--- config.mk ---
export PLATFORM = sky130hd
export DESIGN_NAME = sfr_regfile
export DESIGN_NICKNAME = d
export VERILOG_FILES = /design/src/rtl/sfr_pkg.sv /design/src/rtl/sfr_port.sv /design/src/rtl/sfr_status.sv /design/src/rtl/sfr_gpr.sv /design/src/rtl/sfr_regfile.sv
export SDC_FILE = /design/constraint.sdc
export NUM_CORES = 1
export LEC_CHECK = 0
export CAP_MARGIN = 10
export CORE_AREA = 4 4 150 152
export CTS_CLUSTER_SIZE = 16
export DETAILED_ROUTE_END_ITERATION = 16
export DIE_AREA = 0 0 154 156
export PLACE_DENSITY = 0.83
export SKIP_CTS_REPAIR_TIMING = 1
export SYNTH_ARGS = -nofsm -noshare
export SYNTH_HDL_FRONTEND = slang
export SYNTH_HIERARCHICAL = 1
export SYNTH_SLANG_ARGS = --single-unit
--- constraint.sdc ---
create_clock -name clk -period 6.2 [get_ports clk]
set_clock_uncertainty 0.2 [all_clocks]
set_input_delay 1.24 -clock clk [delete_from_list [all_inputs] [get_ports clk]]
set_output_delay 1.24 -clock clk [all_outputs]
set_load 0.01 [all_outputs]
--- src/rtl/sfr_pkg.sv ---
package sfr_pkg;
   localparam int A_WINDOW = 0;
   localparam int A_NONE   = 1;
   localparam int A_PCL    = 2;
   localparam int A_STATUS = 3;
   localparam int A_PTR    = 4;
   localparam int A_PORTA  = 5;
   localparam int A_PORTB  = 6;
   localparam int A_RAM0   = 7;

   localparam int ST_C    = 0;
   localparam int ST_HC   = 1;
   localparam int ST_Z    = 2;
   localparam int ST_ONE  = 4;
   localparam int ST_PAGE = 5;
   localparam int NFLAGS  = 3;

   localparam logic [7:0] STATUS_RST = 8'h18;
endpackage

--- src/rtl/sfr_port.sv ---
module sfr_port #(
   parameter int W = 8,
   parameter int DW = 8,
   parameter logic [DW-1:0] FILL = '0
) (
   input  logic          clk,
   input  logic          rst_n,
   input  logic          lat_we,
   input  logic          dir_we,
   input  logic [DW-1:0] wdata,
   input  logic [W-1:0]  pin_in,
   output logic [W-1:0]  pin_out,
   output logic [W-1:0]  pin_oe,
   output logic [DW-1:0] rdata
);
   if (W < 1 || W > DW) begin : g_bad_w
      $error("sfr_port: W out of range");
   end

   logic [W-1:0] lat_q, dir_q, mix;

   always_ff @(posedge clk or negedge rst_n) begin
      if (!rst_n) begin
         lat_q <= '0;
         dir_q <= '1;
      end else begin
         if (lat_we) lat_q <= wdata[W-1:0];
         if (dir_we) dir_q <= wdata[W-1:0];
      end
   end

   assign pin_out = lat_q;
   assign pin_oe  = ~dir_q;
   assign mix     = (dir_q & pin_in) | (~dir_q & lat_q);

   if (W < DW) begin : g_pad
      assign rdata = {FILL[DW-1:W], mix};
   end else begin : g_full
      assign rdata = mix;
   end

   p_dir_load_r9: assert property (@(posedge clk) disable iff (!rst_n)
      dir_we |=> pin_oe == ~$past(wdata[W-1:0]));
   p_latch_load_r10: assert property (@(posedge clk) disable iff (!rst_n)
      lat_we |=> pin_out == $past(wdata[W-1:0]));
   p_latch_hold_r10: assert property (@(posedge clk) disable iff (!rst_n)
      !lat_we |=> $stable(pin_out));
endmodule

--- src/rtl/sfr_status.sv ---
module sfr_status
   import sfr_pkg::*;
#(
   parameter int DW = 8
) (
   input  logic              clk,
   input  logic              rst_n,
   input  logic              we,
   input  logic [DW-1:0]     wdata,
   input  logic [NFLAGS-1:0] flag_we,
   input  logic [NFLAGS-1:0] flag_val,
   output logic [DW-1:0]     status
);
   if (DW != 8) begin : g_bad_dw
      $error("sfr_status: DW must be 8");
   end

   logic [DW-1:0] st_q, st_d;

   always_comb begin
      st_d = we ? wdata : st_q;
      for (int i = 0; i < NFLAGS; i++) begin
         if (flag_we[i]) st_d[i] = flag_val[i];
      end
   end

   always_ff @(posedge clk or negedge rst_n) begin
      if (!rst_n) st_q <= STATUS_RST;
      else        st_q <= st_d;
   end

   always_comb begin
      status = st_q;
      status[ST_ONE] = 1'b1;
   end

   for (genvar g = 0; g < NFLAGS; g++) begin : g_flag_chk
      p_flag_upd_r6: assert property (@(posedge clk) disable iff (!rst_n)
         flag_we[g] |=> status[g] == $past(flag_val[g]));
   end
   p_bit4_set_r5: assert property (@(posedge clk) disable iff (!rst_n)
      we |=> status[ST_ONE]);
endmodule

--- src/rtl/sfr_gpr.sv ---
module sfr_gpr #(
   parameter int DW = 8,
   parameter int AW = 5,
   parameter int BASE = 7
) (
   input  logic          clk,
   input  logic          rst_n,
   input  logic          we,
   input  logic [AW-1:0] waddr,
   input  logic [DW-1:0] wdata,
   input  logic [AW-1:0] raddr,
   output logic [DW-1:0] rdata
);
   localparam int DEPTH = (1 << AW) - BASE;

   if (DEPTH < 1) begin : g_bad_depth
      $error("sfr_gpr: no room for RAM");
   end

   logic [DW-1:0] mem [DEPTH];
   logic [AW-1:0] widx, ridx;
   logic          w_in, r_in;

   assign widx = waddr - AW'(BASE);
   assign ridx = raddr - AW'(BASE);
   assign w_in = waddr >= AW'(BASE);
   assign r_in = raddr >= AW'(BASE);

   always_ff @(posedge clk or negedge rst_n) begin
      if (!rst_n) begin
         for (int i = 0; i < DEPTH; i++) mem[i] <= '0;
      end else if (we && w_in) begin
         mem[widx] <= wdata;
      end
   end

   assign rdata = r_in ? mem[ridx] : '0;

   p_ram_store_r2: assert property (@(posedge clk) disable iff (!rst_n)
      (we && w_in) |=> mem[$past(widx)] == $past(wdata));
endmodule

--- src/rtl/sfr_regfile.sv ---
module sfr_regfile
   import sfr_pkg::*;
#(
   parameter int DW = 8,
   parameter int AW = 5,
   parameter int PA_W = 4,
   parameter int PB_W = 8,
   parameter logic [7:0] PA_FILL = 8'h70
) (
   input  logic              clk,
   input  logic              rst_n,
   input  logic [AW-1:0]     rd_addr,
   output logic [DW-1:0]     rd_data,
   input  logic              wr_en,
   input  logic [AW-1:0]     wr_addr,
   input  logic [DW-1:0]     wr_data,
   input  logic              dir_we,
   input  logic              dir_sel,
   input  logic [NFLAGS-1:0] flag_we,
   input  logic [NFLAGS-1:0] flag_val,
   input  logic [DW-1:0]     pc_lo_in,
   output logic              pc_wr,
   output logic [DW-1:0]     pc_wdata,
   output logic              page_sel,
   input  logic [PA_W-1:0]   pa_in,
   output logic [PA_W-1:0]   pa_out,
   output logic [PA_W-1:0]   pa_oe,
   input  logic [PB_W-1:0]   pb_in,
   output logic [PB_W-1:0]   pb_out,
   output logic [PB_W-1:0]   pb_oe
);
   localparam int PTR_PAD = DW - AW;

   if (DW != 8) begin : g_bad_dw
      $error("sfr_regfile: DW must be 8");
   end
   if (AW < 3 || AW >= DW) begin : g_bad_aw
      $error("sfr_regfile: AW out of range");
   end

   logic [AW-1:0] ptr_q, rd_eff, wr_eff;
   logic          wr_null;
   logic [DW-1:0] status, pa_rd, pb_rd, ram_rd;

   assign rd_eff  = (rd_addr == AW'(A_WINDOW)) ? ptr_q : rd_addr;
   assign wr_eff  = (wr_addr == AW'(A_WINDOW)) ? ptr_q : wr_addr;
   assign wr_null = wr_eff == AW'(A_WINDOW);

   always_ff @(posedge clk or negedge rst_n) begin
      if (!rst_n)                                ptr_q <= '0;
      else if (wr_en && wr_eff == AW'(A_PTR))    ptr_q <= wr_data[AW-1:0];
   end

   assign pc_wr    = wr_en && wr_eff == AW'(A_PCL);
   assign pc_wdata = wr_data;

   sfr_status #(.DW(DW)) u_status (
      .clk(clk), .rst_n(rst_n),
      .we(wr_en && wr_eff == AW'(A_STATUS)),
      .wdata(wr_data), .flag_we(flag_we), .flag_val(flag_val),
      .status(status)
   );
   assign page_sel = status[ST_PAGE];

   sfr_port #(.W(PA_W), .DW(DW), .FILL(PA_FILL)) u_pa (
      .clk(clk), .rst_n(rst_n),
      .lat_we(wr_en && wr_eff == AW'(A_PORTA)),
      .dir_we(dir_we && !dir_sel),
      .wdata(wr_data), .pin_in(pa_in),
      .pin_out(pa_out), .pin_oe(pa_oe), .rdata(pa_rd)
   );

   sfr_port #(.W(PB_W), .DW(DW), .FILL('0)) u_pb (
      .clk(clk), .rst_n(rst_n),
      .lat_we(wr_en && wr_eff == AW'(A_PORTB)),
      .dir_we(dir_we && dir_sel),
      .wdata(wr_data), .pin_in(pb_in),
      .pin_out(pb_out), .pin_oe(pb_oe), .rdata(pb_rd)
   );

   sfr_gpr #(.DW(DW), .AW(AW), .BASE(A_RAM0)) u_ram (
      .clk(clk), .rst_n(rst_n),
      .we(wr_en && !wr_null),
      .waddr(wr_eff), .wdata(wr_data),
      .raddr(rd_eff), .rdata(ram_rd)
   );

   always_comb begin
      case (rd_eff)
         AW'(A_WINDOW): rd_data = '0;
         AW'(A_NONE):   rd_data = '0;
         AW'(A_PCL):    rd_data = pc_lo_in;
         AW'(A_STATUS): rd_data = status;
         AW'(A_PTR):    rd_data = {{PTR_PAD{1'b1}}, ptr_q};
         AW'(A_PORTA):  rd_data = pa_rd;
         AW'(A_PORTB):  rd_data = pb_rd;
         default:       rd_data = ram_rd;
      endcase
   end

   p_unimpl_zero_r1: assert property (@(posedge clk) disable iff (!rst_n)
      rd_addr == AW'(A_NONE) |-> rd_data == '0);
   p_null_window_r4: assert property (@(posedge clk) disable iff (!rst_n)
      (wr_en && wr_addr == AW'(A_WINDOW) && ptr_q == '0)
      |=> $stable(status) && $stable(ptr_q) && $stable(pa_out) && $stable(pb_out));
   p_null_no_pc_r4: assert property (@(posedge clk) disable iff (!rst_n)
      (wr_en && wr_addr == AW'(A_WINDOW) && ptr_q == '0) |-> !pc_wr);
   p_ptr_upper_r7: assert property (@(posedge clk) disable iff (!rst_n)
      rd_addr == AW'(A_PTR) |-> rd_data[DW-1:AW] == '1);
   p_page_out_r12: assert property (@(posedge clk) disable iff (!rst_n)
      (wr_en && wr_addr == AW'(A_STATUS) && flag_we == '0) |=> page_sel == $past(wr_data[ST_PAGE]));
endmodule

== After elaboration in Yosys (flattened, before gate mapping) ==
Cells that the tools add are included.
Widths: inputs -> output; s select.

* $add $sub $neg: 2
* Multiply operators: 0
* Divide/modulo/power cells: 0
* $lt $le $gt $ge: 5
* Equal/unequal tests: 11
* Shift operators: 0
* Multiplexer cells: 14
* Bitwise logic cells: 10
* Reduce and logical (&&, ||, !) cells: 20

{| class="wikitable"
|+ Operators with widths
! operator !! count
|-
| $bwmux 200 || 1
|-
| $pmux 8 s6 || 1
|-
| $bmux 8 s5 || 1
|-
| $demux 8 s5 || 1
|-
| $mux 8 || 4
|-
| $eq 5x3->1 const B || 6
|-
| $eq 5x2->1 const B || 4
|-
| $logic_not 5->1 || 4
|-
| $and 8x8->8 || 2
|-
| $ge 6x6->1 const B || 2
|-
| $not 5->6 || 2
|-
| $ge 5x3->1 const B || 2
|-
| $logic_and 1x1->1 || 10
|-
| $mux 5 || 2
|-
| $sub 5x3->5 const B || 2
|-
| $and 4x4->4 || 2
|-
| $not 8->8 || 1
|-
| $or 8x8->8 || 1
|-
| $lt 6x1->1 const B || 1
|-
| $reduce_bool 2->1 || 3
|-
| $eq 5x1->1 const B || 1
|-
| $not 4->4 || 1
|-
| $or 4x4->4 || 1
|-
| $mux 1 || 3
|-
| 3 further kinds || 4
|}

* Register bits after elaboration: 237
* Bits in latches: 0
* RAM bits: 0
* Memory bits (read-only): 0
* Bits of input ports: 49
* Output and inout port bits: 42
* Logic and storage cells: 96
* Memories kept: 0

== Longest topological paths before layout ==
Gate-level depths: netlist (run 1).

* Word-level depth: 9
* Gate-level depth with buffers: 12
* Depth with buffers taken out: 9

== Modules after synthesis ==
The synthesis (run 1) kept the hierarchy.

{| class="wikitable"
|+ Modules (own cells, without submodules)
! module !! instances !! cells each !! area an instance (um^2) !! sequential area each (um^2)
|-
| sfr_gpr || 1 || 600 || 9424.0 || 5004.8
|-
| sfr_regfile || 1 || 147 || 1106.1 || 125.1
|-
| sfr_port at u_pb || 1 || 50 || 793.3 || 410.4
|-
| sfr_port at u_pa || 1 || 30 || 392.9 || 205.2
|-
| sfr_status || 1 || 23 || 315.3 || 176.4
|}

== Worst setup path before layout (run 1) ==
OpenSTA, ideal clock, no wires.

* Path kind: input to output
* Start: in rd_addr[4]
* End: out rd_data[0]
* Arrival: 3.922 ns
* Required time: 4.760 ns
* Slack: 0.838 ns
* Cell stages on the path: 10
* Buffers on the path: 2
* Cell sequence: or3_1 buf_6 o21ai_0 ha_1 buf_1 mux4_2 mux2_2 a221oi_1 a221oi_1 o32a_1

* Longest elaborated chain between the ends: 9
* Elaborated cells on any way between the ends: 18
* Those cells by class: add/sub (1); order compare (1); eq/ne (6); mux (6); bitwise (1); reduce/logical (3)

{| class="wikitable"
|+ Ends and longest elaborated chain
! item !! RTL line !! RTL
|-
| start: declaration || sfr_regfile.sv:12 || <nowiki>input logic [AW-1:0] rd_addr,</nowiki>
|-
| $logic_not 5->1 (*) || sfr_regfile.sv:45 || <nowiki>assign rd_eff = (rd_addr == AW'(A_WINDOW)) ? ptr_q : rd_addr;</nowiki>
|-
| $mux 5 (*) || sfr_regfile.sv:45 ||
|-
| via rd_eff[1] || sfr_regfile.sv:41 || <nowiki>logic [AW-1:0] ptr_q, rd_eff, wr_eff;</nowiki>
|-
| $sub 5x3->5 || sfr_gpr.sv:25 || <nowiki>assign ridx = raddr - AW'(BASE);</nowiki>
|-
| $not 5->6 (not written as such) || sfr_gpr.sv:37 || <nowiki>assign rdata = r_in ? mem[ridx] : '0;</nowiki>
|-
| $bmux 8 s5 || sfr_gpr.sv:37 ||
|-
| $mux 8 (not written as such) (2 in series) || sfr_gpr.sv:37 ||
|-
| $mux 8 (*) || sfr_gpr.sv:37 ||
|-
| via ram_rd[0] || sfr_regfile.sv:43 || <nowiki>logic [DW-1:0] status, pa_rd, pb_rd, ram_rd;</nowiki>
|-
| $pmux 8 s6 (*) || sfr_regfile.sv:89 || <nowiki>case (rd_eff)</nowiki>
|-
| end: declaration || sfr_regfile.sv:13 || <nowiki>output logic [DW-1:0] rd_data,</nowiki>
|}

The timed path passes the listed nets; every way through them passes the cells marked *. The select of a mux whose other input is x is not followed.

== Final worst setup path (run 1) ==
* Start: in rd_addr[1]
* End: out rd_data[4]

The elaborated chain is that of the path after synthesis.

==> summary.txt, run 1 <==
total number of vias: 7676
Peak supply drop: 0.230 mV
IO Pins: 91
CTS H-tree lvls: 1
Vias/cell: 6.19
prevailing post-synth register cell: dfrtp_1
Logic pwr share: 20.8%
Root Buffer: clkbuf_16
Slowest cell on crit path: clkdlybuf4s50_1
Hold Slack: 302 ps
per-cell routed wire length: 23.1 µm
register bit total from synthesis: 236
yosys warns: 6
sequential share of power: 44.1%
pre-CTS WS: -82.9 ps
Worst Path Arrival: 4620 ps
R2R Setup Slk: 3040 ps
Final Hold Viols: 0
CP peak stage delay: 570 ps
synthesized area: 12000 µm²
Pwr Total: 4590 µW
share of the synthesized area in the top cell type: 46.4%
Site Rows: 53
Initial DRT Pass Iterations: 5
Post-synth top cells: 230 x mux2_2, 223 x dfrtp_1, 45 x mux4_2
first-pass GRT wire length: 46.0 mm
Initial DRC Count: 736
number of cells on the critical path: 13
Max Fclk: 0.165 GHz
max-slew violations: 0
final antenna-violating net count: 0
Setup WS post-layout: 137 ps
die width: 154 µm
vias in the first global route: 7998
Inserted Clock Buffers: 25
Critical Path RT: 4760 ps
clock sink total: 236
final setup fails: 0
Post-DP HPWL: 18.7 mm
Worst-Margin Slew: 1040 ps
Setup CP Type: in2out
Die ar.: 24000 µm²
DRC viols: 0
WHS Path Cells: 1
max-cap viol count: 0
clock latency on the worst-skew pair: 520 ps
Switching Fraction: 25.8%
area growth from synthesis to layout: 18.4%
gp weighted congestion: 0.948
Top Family by Delay on Critical Path: buffers and inverters
endpoint class of the critical path: output pin
RR Startpoint: ptr_q[0]$_DFFE_PN0P_
top sig layer: met4
dominant cell type by area after synthesis: dfrtp_1
PortBufs: 90
crit path cell chain: clkdlybuf4s50_1, nand2b_4, o21bai_4, ha_4, buf_4, or3_1, a311oi_4, buf_4, a221oi_1, a221oi_1, nor2_1, a21oi_1, clkdlybuf4s50_1
leakage: 0.00618 µW
RR Endpoint: u_ram/mem[53]$_DFFE_PN0P_
FF-to-FF path depth: 6
WL met1: 11.9 mm
crit path from: rd_addr[1]
pin count of the biggest net entering global routing: 140
Routed met2 length: 13.9 mm
Initial Utilization: 57.2%
initial antenna violation count: 0
maximum clock insertion buffer count: 3
Final Cycle Share: 97.8%
fillers: 1430
chip height: 156 µm
Worst-path clk slew: 60 ps
Crit Path Max Fanout: 8
Post-synth EDFFs: 0
Sw Pwr: 1180 µW
total gr overflow: 0
ANT cells: 0
Final nets: 997
ys async rst share: 100%
Hold Path Sink: u_ram/mem[35]$_DFFE_PN0P_
Synth Area per Inst: 14.2 µm²
Seq/Total Area, Yosys: 49.2%
P_int: 3400 µW
Mapped Cells: 850
status: finished clean
cell with the most instances after synthesis: mux2_2
met3 WL: 1.92 mm
Max-slew headroom: 30.8%
Final Util: 67.8%
Buf+Inv Stages, Crit Path: 4
fin crit period: 6060 ps
clock network power share: 35.1%
synth top area cells: dfrtp_1 46%, mux2_2 22%, mux4_2 8.4%
CTS tree: done
Core ar.: 21000 µm²
Distinct cells, synth: 66
Routed Wire Length: 28.7 mm
min-delay worst type: reg2reg
share of post-route cells with drive strength above 1: 45.3%
hold path start: u_ram/mem[35]$_DFFE_PN0P_
Worst setup SP type: input port
GRT Total Usage: 24.0%
PD cells: 322 nW/µm²
-- cells by family (layout without fill, tap and decap cells) --
family,count (synthesis),count (layout),synth area share [%]
XOR/XNOR,4,4,0.354
flip-flops,236,236,49.2
AO/OA/AOI/OAI,86,86,5.75
multiplexers,319,319,35.0
other,3,5,0.0936
AND/OR/NAND/NOR,115,115,5.54
adder cells (fa/ha/maj),1,1,0.104
buffers and inverters,86,199,3.97
-- worst reg2reg max path, delay by kind of cell, from the launching register on --
kind            cells  cell delay (ps)
compound gates      3              910
flops               1              560
simple gates        2              950
mux                 1              420
-- state kept, by name, indices dropped and copies added (netlist names) --
name           cells
u_status/st_q      7
u_pa/pin_out       4
u_pa/dir_q         4
u_ram/mem        200
ptr_q              5
u_pb/dir_q         8
u_pb/pin_out       8
-- worst max-delay path by stage --
stage / end / slack, ps
floorplan: rd_data[0] / 840
global placement: rd_data[1] / -50
detailed placement: rd_data[1] / -80
CTS: rd_data[1] / -90
global route: rd_data[4] / -1
finish: rd_data[4] / 140
-- stage by stage --
step | instance area, µm² | std cells | setup TNS [ps]
after floorplan | 12000 | 852 | 0
after global placement | 13300 | 1192 | -192
after detailed placement | 13300 | 1192 | -433
after CTS | 14200 | 1237 | -502
after global routing | 14300 | 1240 | -1.15
final | 14300 | 1240 | 0
-- power by group through the flow --
| stage | Clock, µW | Combinational (µW) | Sequential [µW] |
|---|---|---|---|
| 4_1_cts | 1640 | 946 | 2020 |
| 6_report | 1610 | 952 | 2020 |
| 2_1_floorplan | 0 | 623 | 1980 |
| 3_3_place_gp | 0 | 911 | 2020 |
| 3_5_place_dp | 0 | 937 | 2040 |
| 5_1_grt | 1700 | 1020 | 2060 |
-- metal layers --
metal | track usage, % | up-vias
met5 | 0 | -
met4 | 7.49 | 0
met3 | 3.38 | 65
met2 | 39.3 | 325
met1 | 33.7 | 3910
li1 | - | 3376
-- final cells by class --
type                            count  area (µm²)  area share, %
Sequential cell                   236        5920           41.6
Tap cell                          275         344           2.41
Inverter                           23        86.3          0.606
Timing Repair Buffer              131        1290           9.05
Clock buffer                       31         688           4.83
Multi-Input combinational cell    530        5710           40.1
Clock inverter                     14         209           1.47
-- layout by cell type (no fill, tap or decap), types with 5 or more instances in the layout --
cell             count
dfrtp_1            223
nor2_1              19
a21oi_1             19
a221oi_1            17
mux2_4              20
nor3_1              10
mux2i_1             10
mux4_2              45
nand3_1              5
bufinv_16            5
dfstp_2             13
clkinv_2             5
mux2_2             230
inv_1               22
mux2_1              11
a22oi_1              9
a31oi_1              5
conb_1               5
nand2b_1             5
buf_4               35
nand2_1             23
nor2_2              13
clkbuf_16           26
clkdlybuf4s50_1     87
nor2b_1              6
(Power assumes the default switching activity.)
==> inputs of run 2 (changes only) <==
Settings changed: REMOVE_ABC_BUFFERS set to 1.
==> summary.txt, run 2 (synthesis results as in run 1) <==
PortBufs: 90
Final Hold Viols: 0
final setup TNS: 0 ps
endpoint class of the critical path: output pin
Worst-Margin Slew: 1170 ps
GRT Total Usage: 24.4%
Core ar.: 21000 µm²
Initial DRT Pass Iterations: 5
Final Cell Area: 14400 µm²
fin crit period: 5900 ps
status: finished clean
Crit Path Max Fanout: 9
Final nets: 1010
Site Rows: 53
FF-to-FF path depth: 6
maximum clock insertion buffer count: 3
max-cap viol count: 0
busiest layer in global routing: met2
Final Util: 68.5%
Worst Path Arrival: 4460 ps
Worst setup endpoint: rd_data[5]
Max-slew headroom: 21.8%
R2R Setup Slk: 3000 ps
PD cells: 316 nW/µm²
share of post-route cells with drive strength above 1: 45.7%
fin cells: 1253
Worst setup SP type: input port
Top reg by flops: u_ram/mem
Vias/cell: 6.26
CP peak stage delay: 540 ps
met2 Track Usage GR: 40.5%
total gr overflow: 0
IO Pins: 91
max-slew violations: 0
DRC viols: 0
met3 usage: 4.52%
total number of vias: 7850
crit path from: rd_addr[4]
min-delay worst type: reg2reg
Max Fclk: 0.169 GHz
RSZ-0062 raised after global routing: no
final setup fails: 0
Inserted Clock Buffers: 26
CTS H-tree lvls: 1
area growth from synthesis to layout: 19.6%
RR Startpoint: ptr_q[0]$_DFFE_PN0P_
pin count of the biggest net entering global routing: 159
ANT cells: 0
Slowest cell on crit path: mux4_2
final antenna-violating net count: 0
Post-DP HPWL: 19.2 mm
crit path cell chain: clkdlybuf4s50_1, or3_1, buf_4, o21bai_4, buf_6, buf_12, mux4_2, mux2_2, a221oi_1, a311oi_1, nor2_1, a21oi_1, dlymetal6s2s_1
placed cells: 1207
die width: 154 µm
Initial Utilization: 57.2%
Peak supply drop: 0.242 mV
Die ar.: 24000 µm²
Final Cycle Share: 95.2%
commonest non-fill, non-tap cell in the layout: mux2_2
Critical Path RT: 4760 ps
per-cell routed wire length: 23.4 µm
RR Endpoint: u_ram/mem[49]$_DFFE_PN0P_
Worst-path clk slew: 60 ps
initial antenna violation count: 0
hold path start: u_ram/mem[118]$_DFFE_PN0P_
Root Buffer: clkbuf_16
Largest register FFs: 200
Setup WS post-layout: 300 ps
clock latency on the worst-skew pair: 520 ps
placed cell areas: 13500 µm²
chip height: 156 µm
pre-CTS WS: -132 ps
Routed Wire Length: 29.3 mm
M1 GR Usage: 32.8%
leakage: 0.00633 µW
Initial DRC Count: 552
first-pass GRT wire length: 46.5 mm
clock sink total: 236
vias in the first global route: 8240
most frequent cells in the layout: 230 x mux2_2, 223 x dfrtp_1, 81 x clkdlybuf4s50_1
Setup CP Type: in2out
CTS tree: done
gp weighted congestion: 0.959
## run 2: cell count changes in the layout (fill, tap and decap cells not counted), sizes merged, moves of 3 or more
cell and delta:
clkdlybuf4s50 -6, clkinv -3, bufinv -3, buf +13
clkbuf +8, dlymetal6s2s +6
## run 2: where the power goes
group / switching [µW] / total, µW / internal (µW) / leakage [µW]
Combinational: 399 / 976 / 577 / 0.00290
Sequential: 177 / 2020 / 1850 / 0.00299
Clock: 598 / 1560 / 958 / 0.000434
Total: 1170 / 4550 / 3380 / 0.00633
## run 2: layer usage
layer,vias up,share of wire (%)
met5,-,0
met4,0,2.8
met3,54,6.4
met2,307,49
met1,4090,42
li1,3399,-
## run 2: metrics by stage
stage	total power (µW)	hold slack (ps)
5_1_grt	4750	315
6_report	4550	300
3_3_place_gp	2960	282
2_1_floorplan	2580	271
3_5_place_dp	3000	289
4_1_cts	4570	301
## run 2: how the worst min path moves through the flow
stage                            endpoint  slack (ps)  depth (start not counted)
2_1_floorplan   u_ram/mem[61]$_DFFE_PN0P_         270                          1
3_3_place_gp    u_ram/mem[11]$_DFFE_PN0P_         280                          1
3_5_place_dp   u_ram/mem[111]$_DFFE_PN0P_         290                          1
4_1_cts        u_ram/mem[111]$_DFFE_PN0P_         300                          1
5_1_grt         u_ram/mem[74]$_DFFE_PN0P_         310                          1
6_report       u_ram/mem[118]$_DFFE_PN0P_         300                          1
## run 2: worst max-delay path, delay by kind of cell
kind	cells	cell delay, ps
compound gates	4	670
buf+inv	5	1120
mux	2	840
simple gates	2	570
## run 2: area by class of cell
type	count	area, µm²
Timing Repair Buffer	143	1460
Inverter	23	86.3
Clock inverter	6	80.1
Sequential cell	236	5920
Tap cell	275	344
Clock buffer	40	795
Multi-Input combinational cell	530	5710
Fill cell	1407	6630
==> inputs of run 3 (changes only) <==
Settings changed: CORE_AREA 4 4 150 152 to 4 4 148 150, DIE_AREA 0 0 154 156 to 0 0 152 154, PLACE_DENSITY 0.83 to 0.85.
==> summary.txt, run 3 (synthesis results as in run 1) <==
Final Hold Viols: 0
IO Pins: 91
CP peak stage delay: 510 ps
Max Fclk: 0.164 GHz
Worst setup SP type: input port
clock latency on the worst-skew pair: 520 ps
area occupied by registers: 5920 µm²
max-cap viol count: 0
PD cells: 309 nW/µm²
Core ar.: 20700 µm²
final setup fails: 0
endpoint class of the critical path: output pin
max-slew violations: 0
first-pass GRT wire length: 46.4 mm
crit path cell chain: clkdlybuf4s50_1, or3_4, buf_4, o21bai_4, buf_8, buf_12, mux4_2, mux2_2, a221oi_1, a221oi_1, nor2_1, a21oi_1, clkdlybuf4s50_1
Inserted Clock Buffers: 24
clock sink total: 236
Peak supply drop: 0.164 mV
Worst-Margin Slew: 1110 ps
Post-DP HPWL: 19.0 mm
Critical Path RT: 4760 ps
Slowest cell on crit path: mux4_2
Crit Path Max Fanout: 9
Routed Wire Length: 28.7 mm
gp weighted congestion: 0.923
PortBufs: 90
total number of vias: 7741
total gr overflow: 0
Largest register FFs: 200
area growth from synthesis to layout: 17.7%
GRT Total Usage: 24.7%
commonest non-fill, non-tap cell in the layout: mux2_2
Setup CP Type: in2out
final setup TNS: 0 ps
Final nets: 1001
Hold Slack: 300 ps
Root Buffer: clkbuf_16
vias in the first global route: 8224
per-cell routed wire length: 23.1 µm
fin crit period: 6100 ps
Final Cycle Share: 98.3%
Initial DRT Pass Iterations: 6
Die ar.: 23400 µm²
Buf+Inv Stages, Crit Path: 5
Final Util: 68.4%
pin count of the biggest net entering global routing: 144
area of the multi-input gates: 5700 µm²
most frequent cells in the layout: 230 x mux2_2, 223 x dfrtp_1, 85 x clkdlybuf4s50_1
Vias/cell: 6.22
chip height: 154 µm
share of post-route cells with drive strength above 1: 44.5%
Worst-path clk slew: 50 ps
Site Rows: 53
DRC viols: 0
Max-slew headroom: 25.7%
Top Family by Delay on Critical Path: buffers and inverters
initial antenna violation count: 0
maximum clock insertion buffer count: 3
Worst Path Arrival: 4660 ps
CTS H-tree lvls: 1
Initial DRC Count: 651
final antenna-violating net count: 0
min-delay worst type: reg2reg
ANT cells: 0
die width: 152 µm
Initial Utilization: 58.2%
status: finished clean
CTS tree: done
fillers: 1402
Top reg by flops: u_ram/mem
leakage: 0.00615 µW
run 3: cell count changes in the layout (fill, tap and decap cells not counted), moves of 3 or more:
| cell | previous run | this run |
|---|---|---|
| buf_12 | 10 | 6 |
| clkinv_2 | 4 | 1 |
| clkbuf_1 | 6 | 11 |
| dlymetal6s2s_1 | 8 | 4 |
| buf_4 | 41 | 38 |
| clkdlybuf4s50_1 | 81 | 85 |
run 3: through the flow:
stage	power, µW	instances	setup slack, ps	instance area (µm²)
6_report	4370	1244	104	14200
5_1_grt	4570	1244	-30.4	14200
4_1_cts	4380	1239	-102	14100
3_5_place_dp	2990	1195	-96.4	13300
3_3_place_gp	2940	1195	7.73	13300
2_1_floorplan	2580	789	-2650	11600
run 3: path summary, 6_finish.rpt:
kind,cells after the start,to,slack (ps),startpoint
setup / recovery,13,rd_data[2],100,rd_addr[4]
hold / removal,1,u_ram/mem[80]$_DFFE_PN0P_,300,u_ram/mem[80]$_DFFE_PN0P_
setup reg to reg,6,u_ram/mem[50]$_DFFE_PN0P_,2990,ptr_q[0]$_DFFE_PN0P_
hold reg to reg,1,u_ram/mem[80]$_DFFE_PN0P_,300,u_ram/mem[80]$_DFFE_PN0P_
max in group asynchronous,2,u_ram/mem[88]$_DFFE_PN0P_,4120,rst_n
min in group asynchronous,1,u_pb/pin_out[3]$_DFFE_PN0P_,510,rst_n
run 3: where the power goes:
part / internal (µW) / switching, µW
Sequential: 1850 / 185
Combinational: 560 / 388
Clock: 815 / 576
Total: 3220 / 1150
run 3: final cells by class:
type	count	share of cell area, %
inverter	23	0.610
clock inverter	2	0.0884
sequential	236	41.8
clock buffer	42	5.29
tap	275	2.43
timing repair buffer	136	9.52
multi-input combinational	530	40.2
run 3: routing by layer:
layer | GRT usage [%] | part of all wire, % | vias up
met5 | 0 | 0 | -
met4 | 9.59 | 3.6 | 0
met3 | 4.93 | 6.4 | 74
met2 | 39.8 | 47 | 302
met1 | 33.6 | 43 | 3989
li1 | - | - | 3376
run 3: worst reg2reg max path: cells and delay by family, from the launching register on:
family | cells | cell delay [ps]
DFF | 1 | 540
AOI/OAI and AO/OA | 3 | 940
and+or+nand+nor | 2 | 990
muxes | 1 | 420
